<file path="src/rtl/ctl_link_pkg.sv">
package ctl_link_pkg;
    localparam int FRAME_W  = 16;
    localparam int ADDR_W   = 5;
    localparam int DATA_W   = 8;
    localparam int IDX_W    = $clog2(FRAME_W);
    localparam logic [1:0] CHIP_ID = 2'b10;
    localparam logic       WR_FLAG = 1'b1;

    typedef enum logic [2:0] {
        S_IDLE,
        S_PREP,
        S_SEL,
        S_CLK_LO,
        S_DAT,
        S_CLK_HI,
        S_REL
    } link_state_t;

    function automatic logic [FRAME_W-1:0] build_frame(
        input logic [ADDR_W-1:0] addr,
        input logic [DATA_W-1:0] data
    );
        return {CHIP_ID, WR_FLAG, addr, data};
    endfunction
endpackage

</file>
<file path="src/rtl/link_phase_pacer.sv">
module link_phase_pacer #(
    parameter int PHASE_TICKS = 4
) (
    input  logic clk,
    input  logic rst_n,
    input  logic run,
    output logic tick
);
    localparam int CW = (PHASE_TICKS > 1) ? $clog2(PHASE_TICKS) : 1;
    localparam logic [CW-1:0] LAST = CW'(PHASE_TICKS - 1);

    logic [CW-1:0] cnt;

    assign tick = run && (cnt == LAST);

    always_ff @(posedge clk) begin
        if (!rst_n || !run || tick) begin
            cnt <= '0;
        end else begin
            cnt <= cnt + 1'b1;
        end
    end

    generate
        if (PHASE_TICKS > 1) begin : g_spacing
            // ticks never come back to back when a phase spans several cycles
            a_r8_tick_spacing: assert property (@(posedge clk) disable iff (!rst_n)
                tick |=> !tick);
        end
    endgenerate
endmodule

</file>
<file path="src/rtl/link_frame_store.sv">
module link_frame_store
    import ctl_link_pkg::*;
(
    input  logic              clk,
    input  logic              rst_n,
    input  logic              load,
    input  logic [ADDR_W-1:0] addr,
    input  logic [DATA_W-1:0] data,
    input  logic [IDX_W-1:0]  idx,
    output logic              cur_bit,
    output logic [FRAME_W-1:0] frame_o
);
    logic [FRAME_W-1:0] frame_q;

    always_ff @(posedge clk) begin
        if (!rst_n) begin
            frame_q <= '0;
        end else if (load) begin
            frame_q <= build_frame(addr, data);
        end
    end

    assign cur_bit = frame_q[idx];
    assign frame_o = frame_q;
endmodule

</file>
<file path="src/rtl/ctl_link_writer.sv">
module ctl_link_writer
    import ctl_link_pkg::*;
#(
    parameter int PHASE_TICKS = 4,
    parameter int DEV_W       = 2
) (
    input  logic              clk,
    input  logic              rst_n,
    input  logic              req_valid,
    input  logic [DEV_W-1:0]  req_dev,
    input  logic [ADDR_W-1:0] req_addr,
    input  logic [DATA_W-1:0] req_data,
    output logic              busy,
    output logic              done,
    output logic [1:0]        sel_n,
    output logic              sclk,
    output logic              sdat
);
    localparam logic [IDX_W-1:0] TOP_IDX = IDX_W'(FRAME_W - 1);

    link_state_t        state, nxt;
    logic               tick;
    logic               accept;
    logic [IDX_W-1:0]   bit_idx;
    logic               dev1_q;
    logic               cur_bit;
    logic [FRAME_W-1:0] frame_w;
    logic [1:0]         sel_q;
    logic               sclk_q, sdat_q, done_q;

    assign accept = (state == S_IDLE) && req_valid;

    link_phase_pacer #(.PHASE_TICKS(PHASE_TICKS)) u_pacer (
        .clk   (clk),
        .rst_n (rst_n),
        .run   (state != S_IDLE),
        .tick  (tick)
    );

    link_frame_store u_store (
        .clk     (clk),
        .rst_n   (rst_n),
        .load    (accept),
        .addr    (req_addr),
        .data    (req_data),
        .idx     (bit_idx),
        .cur_bit (cur_bit),
        .frame_o (frame_w)
    );

    // next-state decode
    always_comb begin
        nxt = state;
        unique case (state)
            S_IDLE:   if (req_valid) nxt = S_PREP;
            S_PREP:   if (tick) nxt = S_SEL;
            S_SEL:    if (tick) nxt = S_CLK_LO;
            S_CLK_LO: if (tick) nxt = S_DAT;
            S_DAT:    if (tick) nxt = S_CLK_HI;
            S_CLK_HI: if (tick) nxt = (bit_idx == '0) ? S_REL : S_CLK_LO;
            S_REL:    if (tick) nxt = S_IDLE;
            default:  nxt = S_IDLE;
        endcase
    end

    // state register, bit counter and device latch
    always_ff @(posedge clk) begin
        if (!rst_n) begin
            state   <= S_IDLE;
            bit_idx <= TOP_IDX;
            dev1_q  <= 1'b0;
        end else begin
            state <= nxt;
            if (accept) begin
                bit_idx <= TOP_IDX;
                dev1_q  <= |req_dev;
            end else if (state == S_CLK_HI && tick && bit_idx != '0) begin
                bit_idx <= bit_idx - 1'b1;
            end
        end
    end

    // registered line drivers, set from the state being entered
    always_ff @(posedge clk) begin
        if (!rst_n) begin
            sel_q  <= 2'b11;
            sclk_q <= 1'b1;
            sdat_q <= 1'b1;
            done_q <= 1'b0;
        end else begin
            done_q <= (state == S_REL) && tick;
            unique case (nxt)
                S_SEL: begin
                    sel_q  <= dev1_q ? 2'b01 : 2'b10;
                    sclk_q <= 1'b1;
                    sdat_q <= 1'b1;
                end
                S_CLK_LO: begin
                    sel_q  <= dev1_q ? 2'b01 : 2'b10;
                    sclk_q <= 1'b0;
                end
                S_DAT: begin
                    sel_q  <= dev1_q ? 2'b01 : 2'b10;
                    sclk_q <= 1'b0;
                    sdat_q <= cur_bit;
                end
                S_CLK_HI: begin
                    sel_q  <= dev1_q ? 2'b01 : 2'b10;
                    sclk_q <= 1'b1;
                end
                default: begin
                    sel_q  <= 2'b11;
                    sclk_q <= 1'b1;
                    sdat_q <= 1'b1;
                end
            endcase
        end
    end

    assign busy  = (state != S_IDLE);
    assign done  = done_q;
    assign sel_n = sel_q;
    assign sclk  = sclk_q;
    assign sdat  = sdat_q;

    // idle means every line is released
    a_r1_idle_high: assert property (@(posedge clk) disable iff (!rst_n)
        (state == S_IDLE) |-> (sel_q == 2'b11 && sclk_q && sdat_q));
    // never both devices selected
    a_r6_one_select: assert property (@(posedge clk) disable iff (!rst_n)
        sel_q != 2'b00);
    // rising clock edges only inside a selected frame
    a_r3_rise_selected: assert property (@(posedge clk) disable iff (!rst_n)
        $rose(sclk_q) |-> (sel_q != 2'b11));
    // data moves only while the clock is low inside a frame
    a_r4_data_clk_low: assert property (@(posedge clk) disable iff (!rst_n)
        (!$stable(sdat_q) && sel_q != 2'b11) |-> !sclk_q);
    // the latched frame is frozen while a frame runs
    a_r10_frame_hold: assert property (@(posedge clk) disable iff (!rst_n)
        (state != S_IDLE) |=> $stable(frame_w));
    // done is a single-cycle pulse
    a_r11_done_pulse: assert property (@(posedge clk) disable iff (!rst_n)
        done_q |=> !done_q);
    // done never overlaps busy
    a_r11_done_not_busy: assert property (@(posedge clk) disable iff (!rst_n)
        done_q |-> !busy);
endmodule

</file>
<file path="config.mk">
export PLATFORM = sky130hd
export DESIGN_NAME = ctl_link_writer
export DESIGN_NICKNAME = d
export VERILOG_FILES = /design/src/rtl/ctl_link_pkg.sv /design/src/rtl/link_phase_pacer.sv /design/src/rtl/link_frame_store.sv /design/src/rtl/ctl_link_writer.sv
export SDC_FILE = /design/constraint.sdc
export NUM_CORES = 1
export LEC_CHECK = 0
export ABC_CLOCK_PERIOD_IN_PS = 1500
export CAP_MARGIN = 20
export CORE_MARGIN = 2
export CORE_UTILIZATION = 53
export DETAILED_ROUTE_END_ITERATION = 7
export DONT_BUFFER_PORTS = 1
export MAX_ROUTING_LAYER = met4
export PLACE_DENSITY = 0.78
export SYNTH_ARGS = -nofsm -noshare
export SYNTH_HDL_FRONTEND = slang
export SYNTH_SLANG_ARGS = --single-unit
</file>
<file path="constraint.sdc">
create_clock -name clk -period 1.5 [get_ports clk]
set_input_delay 0.15 -clock clk [delete_from_list [all_inputs] [get_ports clk]]
set_output_delay 0.15 -clock clk [all_outputs]
set_load 0.01 [all_outputs]
</file>
==> parameters.txt <==
Parameter                              Value

Synthesis
  Library cells used by synthesis ... 44
  Leading post-synthesis cells by instance count ... 34 x sky130_fd_sc_hd__nand2_1, 29 x sky130_fd_sc_hd__dfxtp_1, 10 x sky130_fd_sc_hd__a21boi_0
  Post-synthesis instance area ... 1410 um2
  Largest family of logic cells by synthesized area ... simple AND/OR/NAND/NOR gates
  Syn Nets ... 170
  Fraction of the mapped netlist area in adder cells ... 0.0258
  Synthesized instance count ... 150
  Synth warn ... 0
  Part of the Yosys area used for sequential elements ... 0.413
  Post-synth top area share ... 0.413
  Post-synthesis compound-gate area fraction ... 0.183
  Post-synthesis simple-gate area fraction ... 0.212
  Synth async-reset ratio ... 0
  Number of flops mapped to enable cells by yosys ... 0
  Xor and xnor fraction of the mapped netlist area ... 0.0187
  Synth Register Bits ... 29
  Top area cells in the synthesized netlist ... sky130_fd_sc_hd__dfxtp_1 41%, sky130_fd_sc_hd__nand2_1 9.1%, sky130_fd_sc_hd__a21boi_0 5.3%
  Library cell with the highest instance count after synthesis ... sky130_fd_sc_hd__nand2_1
  Mean cell area of the mapped netlist ... 9.37 um2
  Main flop type after synthesis ... sky130_fd_sc_hd__dfxtp_1
  Library cell with the largest summed area after synthesis ... sky130_fd_sc_hd__dfxtp_1
  Post-synthesis mux area share ... 0.0677

Routing
  Wire length per cell after detailed routing ... 16.6 um
  Number of detailed-routing iterations run before antenna repair ... 4
  Number of nets with antenna violations after detailed routing ... 0
  Remaining DRCs ... 0
  Total via count in the routed design ... 1147
  Routed WL ... 3.34 mm
  Avg Vias per Cell ... 5.68
  Number of DRC markers in iteration 0 ... 32

Die
  Die area ... 3080 um2
  Initial Util ... 0.562
  Die boundary height ... 55.5 um
  Number of placement rows ... 18
  I/O pin cnt ... 24
  Core region area ... 2500 um2
  Die width ... 55.5 um

Timing
  RSZ-0062 raised after global routing ... yes
  Final Max Tran Viols ... 0
  Min setup slack post-route ... -0.0185 ns
  Number of setup violations in the final report ... 1
  Min Clock Period, post-route ... 1.52 ns
  Fmax ... 0.659 GHz
  Final hold violations ... 24
  Clock Skew ... 0.00343 ns
  Remaining max-slew budget at the tightest pin ... 0.805
  Accumulated negative setup slack ... -0.0185 ns
  Actual slew at the worst max-slew pin ... 0.290 ns
  Crit share post-route ... 1.01
  Minimum hold slack ... -0.109 ns

Place
  DP Wirelength ... 1.97 mm
  Placer congestion estimate ... 0.762
  Area post-placement ... 1500 um2
  Count of buffers inserted at the top-level ports ... 0

Worst setup path
  Bufs and invs on worst path ... 1
  Arrival time worst endpoint ... 1.77 ns
  Required time of the worst setup path ... 1.75 ns
  CP Cell Sequence ... inv_4, ha_4, or3b_4, o21bai_4, a21oi_2, a32oi_1
  Worst Setup End Kind ... register
  Category of the critical setup timing path ... register to register
  CP max stage delay ... 0.45 ns
  Max Fanout on Critical Path ... 7
  Launching element of the worst setup path ... bit_idx[1]
  Source of the worst register-to-register timing path ... bit_idx[1]
  Highest-delay cell along the critical path ... sky130_fd_sc_hd__or3b_4
  Crit-path leading delay family ... simple AND/OR/NAND/NOR gates
  Critical R2R Capture ... sdat
  Number of cells traversed by the worst register-to-register path ... 6
  Worst R2R Setup Slack ... -0.02 ns
  Kind of launch point of the worst setup path ... register

Global route
  Via count of the first global-routing pass ... 1087
  Aggregate global routing overflow ... 0
  Antenna violations before repair ... 0
  Global-route wire length before repair ... 4.92 mm
  Overall Global Routing Usage ... 0.212
  Pin count of the biggest net entering global routing ... 28

Power
  Final Power ... 0.00162 W
  Pwr per Cell Area ... 930 nW/um2
  Worst voltage drop across the vdd grid ... 805 uV
  Static Leak ... 0.694 nW

Clocking
  Clock slew at the register clock pins of the worst setup and hold paths ... 0.09 ns
  Total CTS buffers ... 5
  Sink Count ... 29
  Clock tree from TritonCTS ... done
  Maximum count of clock buffers along a single path ... 2
  Clock insertion delay at the later pin of the skew report ... 0.33 ns
  Root buffer cell ... sky130_fd_sc_hd__clkbuf_4
  CTS Hold Bufs ... 9
  CTS HTree Levels ... 2

Worst hold path
  Hold WC Path Type ... input pin to register
  Worst min-delay path startpoint ... rst_n
  Hold Crit Depth ... 1
  Hold-critical path endpoint ... sclk

Cells and area
  P&R area growth vs syn ... 24.0%
  Count of nets after finishing ... 191
  Diodes inserted ... 0
  Layout cells sized above 1 ... 0.285
  Post-route cell area ... 1740 um2

Outcome
  Result of the run ... finished with violations
  Violations in the final reports ... hold timing, setup timing

Run
  Maximum Capacitance Violations ... 0
## sequential cells by signal, indices dropped and copies added (netlist names)
signal and cells:
bit_idx 4, dev1_q 1, done 1, sclk 1, sdat 1, sel_n 2, state 3, u_pacer.cnt 2
u_store.frame_o 14
## through the flow
stage          hold slack [ns]   util  worst slack, ns  instances
6_report                -0.109  0.697          -0.0185        202
5_1_grt                 -0.114  0.697          -0.0990        202
4_1_cts                 -0.111  0.677         0.000288        199
3_5_place_dp             0.227  0.599           -0.123        182
3_3_place_gp             0.221  0.599          -0.0376        182
2_1_floorplan            0.285      -          0.00346        150
## cell usage in the layout, fill, tap and decap left out, types with 2 or more instances in the layout
master	count
sky130_fd_sc_hd__nand2_1	33
sky130_fd_sc_hd__dfxtp_1	22
sky130_fd_sc_hd__buf_4	17
sky130_fd_sc_hd__a21boi_0	10
sky130_fd_sc_hd__dlygate4sd3_1	9
sky130_fd_sc_hd__clkbuf_4	5
sky130_fd_sc_hd__dfxtp_2	5
sky130_fd_sc_hd__nor3_1	4
sky130_fd_sc_hd__nand3_1	4
sky130_fd_sc_hd__a21boi_1	3
sky130_fd_sc_hd__nor2_1	3
sky130_fd_sc_hd__nor3b_1	3
sky130_fd_sc_hd__inv_4	2
sky130_fd_sc_hd__and2_1	2
sky130_fd_sc_hd__o21ai_0	2
sky130_fd_sc_hd__a21oi_1	2
sky130_fd_sc_hd__nand2b_1	2
sky130_fd_sc_hd__a21oi_2	2
sky130_fd_sc_hd__xor2_1	2
sky130_fd_sc_hd__inv_1	2
sky130_fd_sc_hd__mux4_1	2
sky130_fd_sc_hd__mux2i_1	2
sky130_fd_sc_hd__ha_4	2
sky130_fd_sc_hd__dfxtp_4	2
## how the worst max path moves through the flow
stage | endpoint | slack (ns) | depth (start not counted)
2_1_floorplan | state[0] | 0.003 | 8
3_3_place_gp | sdat | -0.04 | 6
3_5_place_dp | sdat | -0.12 | 5
4_1_cts | state[0] | 0.0003 | 6
5_1_grt | sdat | -0.1 | 6
6_report | sdat | -0.02 | 6
## where the power goes
group,total [W],internal (W),leakage (nW),switching [W]
clock,0.000671,0.000398,0.0455,0.000273
sequential,0.000819,0.000795,0.239,0.0000243
combinational,0.000131,0.0000743,0.409,0.0000568
total,0.00162,0.00127,0.694,0.000354
## layer usage
layer / global-route usage / wire length [um] / up-vias
met3: 0.0375 / 145 / 12
li1: - / - / 567
met2: 0.349 / 1730 / 41
met4: 0.105 / 117 / 0
met5: - / 0 / -
met1: 0.248 / 1350 / 527
## kinds of logic (layout without fill, tap and decap cells)
kind of cell | count (synthesis) | after routing
AO/OA/AOI/OAI | 32 | 32
XOR/XNOR | 3 | 3
adder cells (fa/ha/maj) | 3 | 3
buffers and inverters | 17 | 39
flip-flops | 29 | 29
multiplexers | 5 | 5
AND/OR/NAND/NOR | 61 | 61
## what timing repair did
action | 4_1_cts | 5_1_grt
resized for setup | 6 | 11
hold endpoints to repair | 26 | 24
pin swaps | 1 | 8
setup buffers | 0 | 3
endpoints found under the setup margin | 8 | 11
## area by class of cell
| cell class | count | area, um2 |
|---|---|---|
| clock buffer | 7 | 55.1 |
| clock inverter | 1 | 30.0 |
| fill | 174 | 757 |
| inverter | 4 | 20.0 |
| multi-input combinational | 104 | 768 |
| sequential | 29 | 594 |
| tap | 30 | 37.5 |
| timing repair buffer | 27 | 238 |
Note: power is estimated with default switching activity, not from simulation.
